**config.mk**
```make
export PLATFORM = sky130hd
export DESIGN_NAME = i2c_bit_timer
export DESIGN_NICKNAME = d
export VERILOG_FILES = /design/src/rtl/i2c_bit_timer_pkg.sv /design/src/rtl/i2c_bit_timer_fsm.sv /design/src/rtl/i2c_bit_timer_wdt.sv /design/src/rtl/i2c_bit_timer.sv
export SDC_FILE = /design/constraint.sdc
export NUM_CORES = 1
export LEC_CHECK = 0
export BUFFER_PORTS_ARGS = -buffer_cell sky130_fd_sc_hd__buf_2
export CAP_MARGIN = 5
export CORE_MARGIN = 2
export CORE_UTILIZATION = 45
export CTS_BUF_LIST = sky130_fd_sc_hd__clkbuf_4 sky130_fd_sc_hd__clkbuf_8
export CTS_CLUSTER_DIAMETER = 150
export DETAILED_ROUTE_END_ITERATION = 6
export PLACE_DENSITY = 0.71
export REMOVE_ABC_BUFFERS = 1
export SYNTH_ARGS = -nofsm -noshare
export SYNTH_HDL_FRONTEND = slang
export SYNTH_SLANG_ARGS = --single-unit
```
**constraint.sdc**
```tcl
create_clock -name clk -period 3.1 [get_ports clk]
set_input_delay 0.62 -clock clk [delete_from_list [all_inputs] [get_ports clk]]
set_output_delay 0.62 -clock clk [all_outputs]
set_load 0.05 [all_outputs]
```
**src/rtl/i2c_bit_timer_pkg.sv**
```systemverilog
package i2c_bit_timer_pkg;
  localparam int TIME_W  = 9;
  localparam int WAIT_W  = 7;
  localparam int WDT_W   = 5;
  localparam int WDT_MAX = 23;
  localparam int ST_W    = 3;
  localparam int CNT_W   = TIME_W + 1;
  localparam int WDC_W   = WDT_MAX + 1;

  typedef enum logic [ST_W-1:0] {
    ST_IDLE  = 3'd0,
    ST_START = 3'd1,
    ST_NEG   = 3'd2,
    ST_LOW   = 3'd3,
    ST_POS   = 3'd4,
    ST_HIGH  = 3'd5,
    ST_STOP  = 3'd6
  } scl_st_e;

  typedef enum logic [2:0] {
    OP_START  = 3'd0,
    OP_RSTART = 3'd1,
    OP_WRITE  = 3'd2,
    OP_READ   = 3'd3,
    OP_STOP   = 3'd4
  } bit_op_e;

  typedef struct packed {
    logic [TIME_W-1:0] hold;
    logic [TIME_W-1:0] low;
    logic [TIME_W-1:0] high;
    logic [TIME_W-1:0] sample;
    logic [TIME_W-1:0] start_hold;
    logic [TIME_W-1:0] rstart_setup;
    logic [TIME_W-1:0] stop_setup;
    logic [TIME_W-1:0] stop_hold;
    logic [WAIT_W-1:0] wait_high;
  } timing_t;
endpackage

```
**src/rtl/i2c_bit_timer_fsm.sv**
```systemverilog
module i2c_bit_timer_fsm
  import i2c_bit_timer_pkg::*;
(
  input  logic              clk,
  input  logic              rst_n,
  input  logic              req_valid,
  input  logic [2:0]        req_op,
  input  logic              req_bit,
  input  timing_t           cfg,
  input  logic              sample_on_low,
  input  logic              scl_in,
  input  logic              sda_in,
  output logic              scl_oe,
  output logic              sda_oe,
  output logic              ready,
  output logic              done,
  output logic              rx_bit,
  output logic [ST_W-1:0]   state
);
  scl_st_e           st_q, st_d;
  bit_op_e           op_q, op_d;
  logic              phase_q, phase_d;
  logic              parked_q, parked_d;
  logic              bit_q, bit_d;
  logic              pull_q, pull_d;
  logic              done_q, done_d;
  logic              rx_q, rx_d;
  logic [CNT_W-1:0]  cnt_q, cnt_d;
  logic              legal, accept, sample_hit;

  // A phase of length p occupies max(p,1) cycles.
  function automatic logic elapsed(input logic [CNT_W-1:0] c, input logic [TIME_W-1:0] p);
    logic [CNT_W:0] c1;
    c1 = {1'b0, c} + {{CNT_W{1'b0}}, 1'b1};
    return c1 >= {{(CNT_W+1-TIME_W){1'b0}}, p};
  endfunction

  assign ready = (st_q == ST_IDLE) || (st_q == ST_HIGH && parked_q);
  assign legal = (st_q == ST_IDLE) ? (req_op == OP_START)
                                   : (req_op inside {OP_RSTART, OP_WRITE, OP_READ, OP_STOP});
  assign accept = req_valid && ready && legal;
  assign sample_hit = (sample_on_low ? (st_q == ST_LOW) : (st_q == ST_HIGH && !parked_q))
                      && (cnt_q == {1'b0, cfg.sample});

  always_comb begin
    st_d     = st_q;
    op_d     = op_q;
    phase_d  = phase_q;
    parked_d = parked_q;
    bit_d    = bit_q;
    pull_d   = pull_q;
    done_d   = 1'b0;
    rx_d     = sample_hit ? sda_in : rx_q;
    case (st_q)
      ST_IDLE: if (accept) begin
        st_d = ST_START; phase_d = 1'b1; pull_d = 1'b1; op_d = bit_op_e'(req_op);
      end
      ST_START: begin
        if (!phase_q) begin
          if (elapsed(cnt_q, cfg.rstart_setup)) begin phase_d = 1'b1; pull_d = 1'b1; end
        end else if (elapsed(cnt_q, cfg.start_hold)) begin
          st_d = ST_HIGH; parked_d = 1'b1; done_d = 1'b1;
        end
      end
      ST_NEG: if (elapsed(cnt_q, cfg.hold)) begin
        st_d = ST_LOW;
        case (op_q)
          OP_WRITE: pull_d = !bit_q;
          OP_STOP:  pull_d = 1'b1;
          default:  pull_d = 1'b0;
        endcase
      end
      ST_LOW: if (elapsed(cnt_q, cfg.low)) st_d = ST_POS;
      ST_POS: if (scl_in && elapsed(cnt_q, {{(TIME_W-WAIT_W){1'b0}}, cfg.wait_high})) begin
        case (op_q)
          OP_RSTART: begin st_d = ST_START; phase_d = 1'b0; end
          OP_STOP:   begin st_d = ST_STOP;  phase_d = 1'b0; end
          default:   st_d = ST_HIGH;
        endcase
      end
      ST_HIGH: begin
        if (parked_q) begin
          if (accept) begin
            st_d = ST_NEG; parked_d = 1'b0; op_d = bit_op_e'(req_op); bit_d = req_bit;
          end
        end else if (elapsed(cnt_q, cfg.high)) begin
          parked_d = 1'b1; done_d = 1'b1;
        end
      end
      ST_STOP: begin
        if (!phase_q) begin
          if (elapsed(cnt_q, cfg.stop_setup)) begin phase_d = 1'b1; pull_d = 1'b0; end
        end else if (elapsed(cnt_q, cfg.stop_hold)) begin
          st_d = ST_IDLE; done_d = 1'b1; parked_d = 1'b0;
        end
      end
      default: st_d = ST_IDLE;
    endcase
    if (st_d != st_q || phase_d != phase_q) cnt_d = '0;
    else if (&cnt_q)                        cnt_d = cnt_q;
    else                                    cnt_d = cnt_q + 1'b1;
  end

  always_ff @(posedge clk or negedge rst_n) begin
    if (!rst_n) begin
      st_q     <= ST_IDLE;
      op_q     <= OP_START;
      phase_q  <= 1'b0;
      parked_q <= 1'b0;
      bit_q    <= 1'b0;
      pull_q   <= 1'b0;
      done_q   <= 1'b0;
      rx_q     <= 1'b0;
      cnt_q    <= '0;
    end else begin
      st_q     <= st_d;
      op_q     <= op_d;
      phase_q  <= phase_d;
      parked_q <= parked_d;
      bit_q    <= bit_d;
      pull_q   <= pull_d;
      done_q   <= done_d;
      rx_q     <= rx_d;
      cnt_q    <= cnt_d;
    end
  end

  assign scl_oe = (st_q == ST_NEG) || (st_q == ST_LOW);
  assign sda_oe = pull_q;
  assign done   = done_q;
  assign rx_bit = rx_q;
  assign state  = st_q;
endmodule

```
**src/rtl/i2c_bit_timer_wdt.sv**
```systemverilog
module i2c_bit_timer_wdt
  import i2c_bit_timer_pkg::*;
(
  input  logic             clk,
  input  logic             rst_n,
  input  logic             active,
  input  logic [ST_W-1:0]  state,
  input  logic [WDT_W-1:0] exp_sel,
  output logic             stuck
);
  logic [WDT_W-1:0] exp_eff;
  logic [WDC_W-1:0] lim_m1;
  logic [WDC_W-1:0] cnt_q, cnt_d;
  logic [ST_W-1:0]  prev_q;
  logic             stuck_q, stuck_d;

  assign exp_eff = (exp_sel > WDT_W'(WDT_MAX)) ? WDT_W'(WDT_MAX) : exp_sel;
  assign lim_m1  = (WDC_W'(1) << exp_eff) - WDC_W'(1);

  always_comb begin
    stuck_d = 1'b0;
    if (!active || state != prev_q) begin
      cnt_d = '0;
    end else if (cnt_q == lim_m1) begin
      cnt_d = '0; stuck_d = 1'b1;
    end else begin
      cnt_d = cnt_q + 1'b1;
    end
  end

  always_ff @(posedge clk or negedge rst_n) begin
    if (!rst_n) begin
      cnt_q   <= '0;
      prev_q  <= '0;
      stuck_q <= 1'b0;
    end else begin
      cnt_q   <= cnt_d;
      prev_q  <= state;
      stuck_q <= stuck_d;
    end
  end

  assign stuck = stuck_q;
endmodule

```
**src/rtl/i2c_bit_timer.sv**
```systemverilog
module i2c_bit_timer
  import i2c_bit_timer_pkg::*;
(
  input  logic              clk,
  input  logic              rst_n,
  input  logic              req_valid,
  input  logic [2:0]        req_op,
  input  logic              req_bit,
  output logic              req_ready,
  input  logic [TIME_W-1:0] cfg_hold,
  input  logic [TIME_W-1:0] cfg_low,
  input  logic [TIME_W-1:0] cfg_high,
  input  logic [TIME_W-1:0] cfg_sample,
  input  logic [TIME_W-1:0] cfg_start_hold,
  input  logic [TIME_W-1:0] cfg_rstart_setup,
  input  logic [TIME_W-1:0] cfg_stop_setup,
  input  logic [TIME_W-1:0] cfg_stop_hold,
  input  logic [WAIT_W-1:0] cfg_wait_high,
  input  logic              sample_on_low,
  input  logic [WDT_W-1:0]  wdt_exp,
  input  logic              scl_in,
  input  logic              sda_in,
  output logic              scl_oe,
  output logic              sda_oe,
  output logic              op_done,
  output logic              rx_bit,
  output logic [ST_W-1:0]   scl_state,
  output logic              stuck_pulse
);
  timing_t cfg;
  assign cfg.hold         = cfg_hold;
  assign cfg.low          = cfg_low;
  assign cfg.high         = cfg_high;
  assign cfg.sample       = cfg_sample;
  assign cfg.start_hold   = cfg_start_hold;
  assign cfg.rstart_setup = cfg_rstart_setup;
  assign cfg.stop_setup   = cfg_stop_setup;
  assign cfg.stop_hold    = cfg_stop_hold;
  assign cfg.wait_high    = cfg_wait_high;

  i2c_bit_timer_fsm u_fsm (
    .clk(clk), .rst_n(rst_n), .req_valid(req_valid), .req_op(req_op), .req_bit(req_bit),
    .cfg(cfg), .sample_on_low(sample_on_low), .scl_in(scl_in), .sda_in(sda_in),
    .scl_oe(scl_oe), .sda_oe(sda_oe), .ready(req_ready), .done(op_done),
    .rx_bit(rx_bit), .state(scl_state)
  );

  i2c_bit_timer_wdt u_wdt (
    .clk(clk), .rst_n(rst_n), .active(!req_ready), .state(scl_state),
    .exp_sel(wdt_exp), .stuck(stuck_pulse)
  );
endmodule

```
==> results of run 1 <==
final cells by class:
class | count | area share [%]
inverter | 66 | 3.52
clock buffer | 6 | 1.09
timing repair buffer | 192 | 17.7
multi-input combinational | 512 | 57.1
clock inverter | 2 | 0.249
tap | 143 | 2.54
sequential | 50 | 17.8
placed cells by master (no fill, tap or decap), types with 12 or more instances in the layout:
| cell type | n |
|---|---|
| a21oi_1 | 23 |
| buf_2 | 102 |
| buf_4 | 81 |
| dfrtp_1 | 50 |
| ha_1 | 53 |
| ha_4 | 12 |
| inv_1 | 66 |
| nand2_1 | 43 |
| nand3_1 | 24 |
| nor2_1 | 66 |
| nor2b_1 | 14 |
| nor3_1 | 16 |
| nor3_2 | 13 |
| nor4_1 | 12 |
| o21ai_0 | 20 |
| xnor2_1 | 23 |
| xor2_1 | 34 |
worst max path at each step:
| stage | start | end | slack [ns] | cells past startpoint |
|---|---|---|---|---|
| after floorplan | u_fsm.cnt_q[0] | u_fsm.cnt_q[0] | -0.25 | 14 |
| after global placement | u_fsm.cnt_q[1] | u_fsm.cnt_q[6] | -0.06 | 16 |
| after detailed placement | u_fsm.cnt_q[1] | u_fsm.cnt_q[4] | -0.22 | 16 |
| after CTS | u_fsm.cnt_q[1] | u_fsm.cnt_q[2] | -0.06 | 17 |
| after global routing | u_fsm.cnt_q[0] | u_fsm.cnt_q[4] | -0.19 | 16 |
| final | u_fsm.cnt_q[0] | u_fsm.cnt_q[6] | -0.08 | 22 |
kinds of logic (layout without fill, tap and decap cells):
logic type,after synthesis,count (layout),share of synthesized area [%]
and+or+nand+nor,251,252,24.4
muxes,10,10,2.05
buffers and inverters,91,266,6.74
adders and majority gates,70,70,16.7
xor gates and xnor gates,62,62,11.0
AOI/OAI and AO/OA,118,118,15.1
DFF,50,50,24.1
worst reg2reg max path: stages, from the launching register on:
cell	delay, ns
dfrtp_1	0.38
ha_2	0.21
nand3_2	0.09
nor2_2	0.11
nand2_2	0.10
buf_4	0.15
buf_4	0.12
buf_4	0.12
buf_4	0.12
buf_4	0.12
buf_4	0.12
buf_4	0.12
buf_4	0.12
buf_4	0.12
buf_4	0.12
buf_4	0.12
buf_4	0.12
buf_4	0.12
buf_4	0.12
buf_4	0.12
buf_6	0.11
mux2i_4	0.18
nor3_2	0.10
metal layers:
layer	part of all wire [%]	vias up	track usage [%]
met2	49	196	43.3
met3	5.3	22	2.45
met1	44	2572	33.0
li1	-	2628	-
met4	1.6	0	5.51
met5	0	-	0
registers in the layout, summed over array words and instances, names as in the netlist:
signal	cells
u_wdt.cnt_q	24
u_fsm.cnt_q	10
u_fsm.op_q	3
u_fsm.state	3
u_wdt.prev_q	3
u_fsm.bit_q	1
u_fsm.done	1
u_fsm.parked_q	1
u_fsm.phase_q	1
u_fsm.rx_bit	1
u_fsm.sda_oe	1
u_wdt.stuck	1
power by group:
part / internal (mW) / total, mW / switching (mW)
Combinational: 0.885 / 2.06 / 1.17
Sequential: 0.749 / 0.890 / 0.141
Clock: 0.173 / 0.417 / 0.244
Total: 1.81 / 3.36 / 1.55
through the flow:
| step | setup TNS (ns) | std cells | total power, mW | worst slack [ns] |
|---|---|---|---|---|
| 4_1_cts | -0.424 | 962 | 3.16 | -0.0553 |
| 6_report | -0.725 | 971 | 3.36 | -0.0849 |
| 2_1_floorplan | -2.94 | 627 | 1.96 | -0.255 |
| 3_3_place_gp | -0.656 | 933 | 2.60 | -0.0643 |
| 3_5_place_dp | -2.29 | 933 | 2.67 | -0.221 |
| 5_1_grt | -1.92 | 971 | 3.62 | -0.190 |
what timing repair did:
| item | 4_1_cts | 5_1_grt |
|---|---|---|
| resized for setup | 18 | 58 |
| cloned | 1 | 0 |
| pin swaps | 10 | 30 |
| setup endpoints to repair | 14 | 14 |
| buffers inserted | 22 | 10 |
==> flow_summary.ini, run 1 <==
[cells_and_area]
fill_cells = 986
fin_nets = 987
multi_input_area_um2 = 4010
areaGrowthSynthToFinish_pct = 35.3
diodes = 0
final_cell_area_um2 = 7030
fin_util_pct = 62.1
register_area_um2 = 1250
drive_gt1_share_pct = 33.8

[die]
core_area_um2 = 11300
die_area_um2 = 12400
pin_count = 103
die_h_um = 111
rows = 39
die_width_um = 111
initial_utilization_pct = 45.9

[timing]
max_freq_mhz = 314
layout_setup_ws_ns = -0.0849
worstMarginPinSlew_ns = 0.474
hold_ws_ns = 0.216
setup_violations = 11
hold_viol = 0
post-route-period-util_pct = 103
finalCriticalPeriod_ns = 3.18
rsz0062_at_grt = yes
fin_worst_skew_ns = 0.00883
slew_violations = 0
relSlewSlack_pct = 68.0

[clocking]
cts-root-buf = clkbuf_8
cts_made_buffers = 5
clock_latency_ns = 0.31
clockBufferDepth = 2
cts_sinks = 50
htreeDepth = 2
cts_tree = built
clk_pin_slew_ns = 0.11
holdBufCountCts = 0

[setup_path]
end_kind = register
crit_path_frequent_cell = buf_4
reg2reg_to = u_fsm.cnt_q[6]
reg2reg_depth = 22
worstReg2RegStart = u_fsm.cnt_q[0]
path_max_fanout = 2
r2r_setup_slack_ns = -0.08
cp_num_buf_inv = 16
path_delay_family = buffers and inverters
critPathRequiredTime_ns = 3.34
crit_path_start_kind = register
path_class = reg2reg
cp_cell_sequence = ha_2 -> nand3_2 -> nor2_2 -> nand2_2 -> buf_4 -> buf_4 -> buf_4 -> buf_4 -> buf_4 -> buf_4 -> buf_4 -> buf_4 -> buf_4 -> buf_4 -> buf_4 -> buf_4 -> buf_4 -> buf_4 -> buf_4 -> buf_6 -> mux2i_4 -> nor3_2
arrival_ns = 3.43
cpPeakStageDelay_ns = 0.38
worst_path_max_delay_cell = dfrtp_1

[power]
leakage_nw = 3.49
p_per_area_nw_per_um2 = 478
ir_drop_mv = 0.381

[run_status]
status = finished with violations
violations = setup timing

[synthesis]
synth_warnings = 0
synth_top_area_share_pct = 24.1
synth_largest_area_cell = dfrtp_1
yosys-top-cells-area = dfrtp_1 24%, ha_1 16%, xor2_1 5.9%
synthMostInstantiatedCell = nor2_1
netlist_area_um2 = 5190
syn_inst = 652
netlist_top_cells_count = 70 x nor2_1, 66 x ha_1, 66 x inv_1
synth_cell_type_count = 61
yosysSeqAreaShare_pct = 24.1
synth_edf_count = 0
syn_avg_cell_area_um2 = 7.97
synthArstFlopShare_pct = 100
ys_ff_latch = 50
synth_flop_cell = dfrtp_1

[grt]
grt_pass1_wl_um = 25700
grt_pass1_vias = 5442
grt_max_degree = 37
antenna_found_initial = 0
grt-ovfl-total = 0
grt_usage_pct = 24.7

[place]
place_area_um2 = 6260
port_buffers = 102
dpl.hpwl_um = 11900
gp_congestion = 0.910

[routing]
drtAntennaViolNets = 0
vias = 5418
firstDrtPassIters = 5
viasPerCell = 5.58
drc = 0
drt-total-wl_um = 16000
wl_per_cell_um = 16.5
drt_iter0_drc = 335

[min_path]
hold_class = in2async

[flow_run]
drv_cap = 0
(Power assumes the default switching activity.)
==> run 2: changes to the inputs <==
--- a/config.mk
+++ b/config.mk
@@ -7,12 +7,14 @@
 export LEC_CHECK = 0
 export BUFFER_PORTS_ARGS = -buffer_cell sky130_fd_sc_hd__buf_2
 export CAP_MARGIN = 5
+export CELL_PAD_IN_SITES_DETAIL_PLACEMENT = 0
+export CELL_PAD_IN_SITES_GLOBAL_PLACEMENT = 2
 export CORE_MARGIN = 2
-export CORE_UTILIZATION = 45
+export CORE_UTILIZATION = 30
 export CTS_BUF_LIST = sky130_fd_sc_hd__clkbuf_4 sky130_fd_sc_hd__clkbuf_8
 export CTS_CLUSTER_DIAMETER = 150
 export DETAILED_ROUTE_END_ITERATION = 6
-export PLACE_DENSITY = 0.71
+export PLACE_DENSITY = 0.8
 export REMOVE_ABC_BUFFERS = 1
 export SYNTH_ARGS = -nofsm -noshare
 export SYNTH_HDL_FRONTEND = slang
==> flow_summary.ini, run 2 (synthesized netlist as in run 1, its figures left out) <==
[run_status]
status = finished with violations
violations = setup timing

[place]
preCtsSetupSlack_ns = -0.324
place_area_um2 = 6370
dpl.hpwl_um = 12800
dp.cells = 1015
gp_congestion = 0.859
port_buffers = 102

[flow_run]
drv_cap = 0

[setup_path]
cp_cell_sequence = ha_4 -> nand3_2 -> nor2_2 -> nand2_2 -> xnor2_4 -> buf_6 -> ha_1 -> nand3_2 -> o211ai_1 -> a21oi_2 -> maj3_2 -> nand2_4 -> a21oi_4 -> o31ai_4 -> clkbuf_16 -> nor3_2
cp_num_buf_inv = 2
path_delay_family = adder cells
crit_path_frequent_cell = nand3_2
critPathRequiredTime_ns = 3.30
cpPeakStageDelay_ns = 0.44
arrival_ns = 3.42
end_kind = register
path_class = reg2reg
path_max_fanout = 5
crit_path_start_kind = register
worst_path_max_delay_cell = dfrtp_1

[cells_and_area]
final_cells = 1052
mostFrequentLayoutCells = 102 x buf_2, 74 x buf_4, 66 x inv_1
fill_cells = 1740
final_cell_area_um2 = 7250
drive_gt1_share_pct = 34.7
multi_input_area_um2 = 4080
largest_register_ffs = 24
top_regs = u_wdt.cnt_q (24), u_fsm.cnt_q (10)
regMostFlops = u_wdt.cnt_q
register_area_um2 = 1250
mostFrequentLayoutCell = buf_2
areaGrowthSynthToFinish_pct = 39.5
fin_nets = 985

[timing]
finalSetupTns_ns = -0.955
rsz0062_at_grt = yes
max_freq_mhz = 311
hold_viol = 0
layout_setup_ws_ns = -0.116
post-route-period-util_pct = 104
worstMarginPinSlew_ns = 0.571
relSlewSlack_pct = 61.9
finalCriticalPeriod_ns = 3.22
setup_violations = 11
fin_worst_skew_ns = 0.00917
slew_violations = 0

[grt]
grt-ovfl-total = 0
antenna_found_initial = 1
grt_pass1_vias = 5360
grt_usage_pct = 18.0
grt_max_degree = 25
grt_pass1_wl_um = 26700

[die]
die_area_um2 = 18400
core_area_um2 = 17100
pin_count = 103
initial_utilization_pct = 30.4
die_width_um = 136
rows = 48
die_h_um = 136

[clocking]
cts_tree = built
clockBufferDepth = 2
htreeDepth = 2
cts-root-buf = clkbuf_8
cts_made_buffers = 5
clock_latency_ns = 0.31
clk_pin_slew_ns = 0.10
cts_sinks = 50

[routing]
drtAntennaViolNets = 0
drt_iter0_drc = 247
firstDrtPassIters = 5
wl_per_cell_um = 15.8
vias = 5273
drt-total-wl_um = 16600
viasPerCell = 5.01
drc = 0

[power]
seqPwrFrac_pct = 26.6
p_comb_share_pct = 59.7
p_sw_mw = 1.57
ir_drop_mv = 0.336
swShare_pct = 45.2
pwr-share-clk_pct = 13.8
p_int_mw = 1.90
p_per_area_nw_per_um2 = 477
leakage_nw = 3.49

[min_path]
hold_class = in2async
-- run 2: cell types whose count changed in the layout (fill, tap and decap cells not counted), moves of 2 or more --
cell     previous run  this run
o21ai_0            20        22
nand3_1            24        21
buf_4              81        74
xnor2_2             0         2
a21oi_1            23        25
a21oi_2             9         7
buf_6               6         9
o21ai_2             2         0
nand3_2             5         7
-- run 2: worst paths after layout --
path	start	to	slack [ns]	cells past startpoint
max	u_fsm.cnt_q[0]	u_fsm.cnt_q[4]	-0.12	16
min	rst_n	u_wdt.cnt_q[9]	0.13	1
max reg2reg	u_fsm.cnt_q[0]	u_fsm.cnt_q[4]	-0.12	16
min reg2reg	u_fsm.sda_oe	u_fsm.sda_oe	0.52	1
max in group asynchronous	rst_n	u_wdt.cnt_q[14]	2.42	2
min in group clk	u_fsm.sda_oe	u_fsm.sda_oe	0.52	1
-- run 2: final cells by class --
type,count,share of cell area (%)
Sequential cell,50,17.3
Tap cell,225,3.88
Timing Repair Buffer,190,17.6
Clock inverter,2,0.518
Clock buffer,6,1.05
Inverter,66,3.42
Multi-Input combinational cell,512,56.3
Antenna cell,1,0.0345
-- run 2: stage by stage --
step	power [mW]	hold slack (ns)	util [%]
finish	3.46	0.128	42.3
global route	3.73	0.127	42.3
CTS	3.28	0.128	39.9
detailed placement	2.66	0.466	37.2
global placement	2.61	0.462	37.2
floorplan	1.96	0.324	-
-- run 2: power groups by stage --
stage / clock, mW / combinational (mW) / sequential, mW
final: 0.477 / 2.06 / 0.919
after global routing: 0.517 / 2.27 / 0.938
after CTS: 0.488 / 1.89 / 0.903
after detailed placement: 0 / 1.75 / 0.912
after global placement: 0 / 1.71 / 0.907
after floorplan: 0 / 0.992 / 0.963
-- run 2: routing by layer --
layer	wire [µm]	vias to the layer above	global-route usage, %
li1	-	2627	-
met1	7880	2506	24.6
met2	7890	120	30.9
met3	591	20	1.95
met4	252	0	3.59
met5	0	-	0
-- run 2: what timing repair did --
action / 4_1_cts / 5_1_grt
setup buffers: 25 / 4
pin swaps: 18 / 40
hold buffers: 0 / 0
endpoints found under the setup margin: 13 / 27
gates cloned: 1 / 1
resized for setup: 25 / 69
==> run 3: changes to the inputs <==
--- a/config.mk
+++ b/config.mk
@@ -5,16 +5,17 @@
 export SDC_FILE = /design/constraint.sdc
 export NUM_CORES = 1
 export LEC_CHECK = 0
+export ABC_AREA = 1
 export BUFFER_PORTS_ARGS = -buffer_cell sky130_fd_sc_hd__buf_2
 export CAP_MARGIN = 5
 export CELL_PAD_IN_SITES_DETAIL_PLACEMENT = 0
 export CELL_PAD_IN_SITES_GLOBAL_PLACEMENT = 2
 export CORE_MARGIN = 2
-export CORE_UTILIZATION = 30
+export CORE_UTILIZATION = 28
 export CTS_BUF_LIST = sky130_fd_sc_hd__clkbuf_4 sky130_fd_sc_hd__clkbuf_8
 export CTS_CLUSTER_DIAMETER = 150
 export DETAILED_ROUTE_END_ITERATION = 6
-export PLACE_DENSITY = 0.8
+export PLACE_DENSITY = 0.79
 export REMOVE_ABC_BUFFERS = 1
 export SYNTH_ARGS = -nofsm -noshare
 export SYNTH_HDL_FRONTEND = slang
==> flow_summary.ini, run 3 <==
[grt]
grt_pass1_vias = 6225
grt_usage_pct = 17.2
grt-ovfl-total = 0
grt_pass1_wl_um = 31100
antenna_found_initial = 0
grt_max_degree = 29

[cells_and_area]
largest_register_ffs = 24
diodes = 0
top_regs = u_wdt.cnt_q (24), u_fsm.cnt_q (10)
mostFrequentLayoutCell = nand2_1
areaGrowthSynthToFinish_pct = 28.2
drive_gt1_share_pct = 23.4
final_cell_area_um2 = 7750
fill_cells = 2339
mostFrequentLayoutCells = 215 x nand2_1, 154 x inv_1, 138 x nor2_1
regMostFlops = u_wdt.cnt_q
fin_nets = 1279

[clocking]
cts_tree = built
htreeDepth = 2
cts_made_buffers = 5
clock_latency_ns = 0.32
cts-root-buf = clkbuf_8
holdBufCountCts = 0
cts_sinks = 50
clockBufferDepth = 2
clk_pin_slew_ns = 0.11

[timing]
setup_violations = 0
worstMarginPinSlew_ns = 0.629
fin_worst_skew_ns = 0.0220
post-route-period-util_pct = 95.9
rsz0062_at_grt = yes
hold_viol = 0
layout_setup_ws_ns = 0.127
relSlewSlack_pct = 57.6
finalSetupTns_ns = 0
max_freq_mhz = 336
finalCriticalPeriod_ns = 2.97
slew_violations = 0

[synthesis]
synth_warnings = 0
yosysSeqAreaShare_pct = 20.7
syn_avg_cell_area_um2 = 6.32
synth_cell_type_count = 48
netlist_area_um2 = 6050
syn_inst = 957
synth_largest_area_cell = dfrtp_1
yosys-top-cells-area = dfrtp_1 21%, nand2_1 14%, ha_1 14%
ys_ff_latch = 50
synth_flop_cell = dfrtp_1
netlist_top_cells_count = 227 x nand2_1, 160 x inv_1, 148 x nor2_1
synth_top_area_share_pct = 20.7
synth_edf_count = 0
synthArstFlopShare_pct = 100
synthMostInstantiatedCell = nand2_1

[die]
pin_count = 103
die_width_um = 151
initial_utilization_pct = 28.7
die_h_um = 151
die_area_um2 = 22800
core_area_um2 = 21100
rows = 53

[power]
ir_drop_mv = 0.221
leakage_nw = 4.26
total_power_mw = 3.04
p_per_area_nw_per_um2 = 392

[run_status]
status = finished, final reports clean

[setup_path]
cpPeakStageDelay_ns = 0.42
end_kind = register
path_max_fanout = 7
path_class = reg2reg
arrival_ns = 3.23
crit_path_start_kind = register
critPathRequiredTime_ns = 3.35
cp_cell_sequence = buf_6 -> nand3_4 -> inv_2 -> nand2_2 -> nand2_1 -> nand2_2 -> clkinvlp_4 -> buf_6 -> ha_4 -> nand4_1 -> nor2_1 -> nor2_1 -> nand2_1 -> nand2_1 -> nand2_2 -> a21oi_4 -> buf_4 -> nand4_1 -> nand3_2 -> nor2_4 -> nand2_4 -> nor2_1
worst_path_max_delay_cell = dfrtp_1

[place]
place_area_um2 = 7220
gp_congestion = 0.837
dpl.hpwl_um = 16100
port_buffers = 102
preCtsSetupSlack_ns = -0.291

[routing]
vias = 6396
drt_iter0_drc = 280
drtAntennaViolNets = 0
drc = 0
firstDrtPassIters = 4
viasPerCell = 4.58
wl_per_cell_um = 13.8
drt-total-wl_um = 19300

[flow_run]
drv_cap = 0

[min_path]
hold_class = in2async
-- run 3: path summary, 6_finish.rpt --
| kind | slack [ns] | startpoint | cells after the start | to |
|---|---|---|---|---|
| worst max-delay path | 0.13 | u_fsm.cnt_q[2] | 22 | u_fsm.cnt_q[6] |
| worst min-delay path | 0.28 | rst_n | 2 | u_wdt.stuck |
| worst max register to register | 0.13 | u_fsm.cnt_q[2] | 22 | u_fsm.cnt_q[6] |
| worst min register to register | 0.50 | u_fsm.state[0] | 0 | u_wdt.prev_q[0] |
| max in group asynchronous | 2.48 | rst_n | 2 | u_fsm.op_q[2] |
| min in group clk | 0.50 | u_fsm.state[0] | 0 | u_wdt.prev_q[0] |
-- run 3: metrics by stage --
step / util [%] / hold slack [ns] / cells
final: 36.8 / 0.284 / 1395
after global routing: 36.8 / 0.302 / 1395
after CTS: 35.4 / 0.291 / 1384
after detailed placement: 34.2 / 0.488 / 1371
after global placement: 34.2 / 0.483 / 1371
after floorplan: - / 0.324 / 943
-- run 3: kinds of logic after synthesis --
| kind of cell | Yosys count | synth area share, % |
|---|---|---|
| simple gates | 533 | 39.1 |
| xor+xnor | 47 | 6.93 |
| fa+ha+maj | 66 | 13.7 |
| compound gates | 77 | 7.55 |
| buf+inv | 182 | 11.7 |
| flops | 50 | 20.7 |
| mux | 2 | 0.372 |
-- run 3: layout make-up --
| cell class | count | area [µm²] | share of cell area [%] |
|---|---|---|---|
| Multi-Input combinational cell | 726 | 4330 | 55.9 |
| Sequential cell | 50 | 1250 | 16.2 |
| Timing Repair Buffer | 168 | 1050 | 13.5 |
| Inverter | 168 | 637 | 8.22 |
| Tap cell | 275 | 344 | 4.44 |
| Clock buffer | 5 | 68.8 | 0.888 |
| Clock inverter | 3 | 68.8 | 0.888 |
-- run 3: worst max-delay path: cells and delay by family (launching register included) --
| family | cells | cell delay [ns] |
|---|---|---|
| flip-flops | 1 | 0.42 |
| AO/OA/AOI/OAI | 1 | 0.07 |
| adder cells (fa/ha/maj) | 1 | 0.26 |
| AND/OR/NAND/NOR | 15 | 1.37 |
| buffers and inverters | 5 | 0.78 |
-- run 3: metal layers --
metal | vias up | track usage (%) | part of all wire, %
li1 | 3374 | - | -
met1 | 2923 | 23.3 | 48
met2 | 91 | 30.5 | 49
met3 | 8 | 1.60 | 2.4
met4 | 0 | 1.87 | 0.53
met5 | - | 0 | 0
-- run 3: what timing repair did --
action	in CTS	in global routing
buffers inserted	4	11
resized for setup	17	46
cloned	1	0
setup endpoints to repair	12	34
endpoints found under the hold margin	0	0
pin swaps	2	13
-- run 3: power by group --
group	switching [mW]	internal [mW]
combinational	1.06	0.615
sequential	0.0696	0.728
clock	0.244	0.324
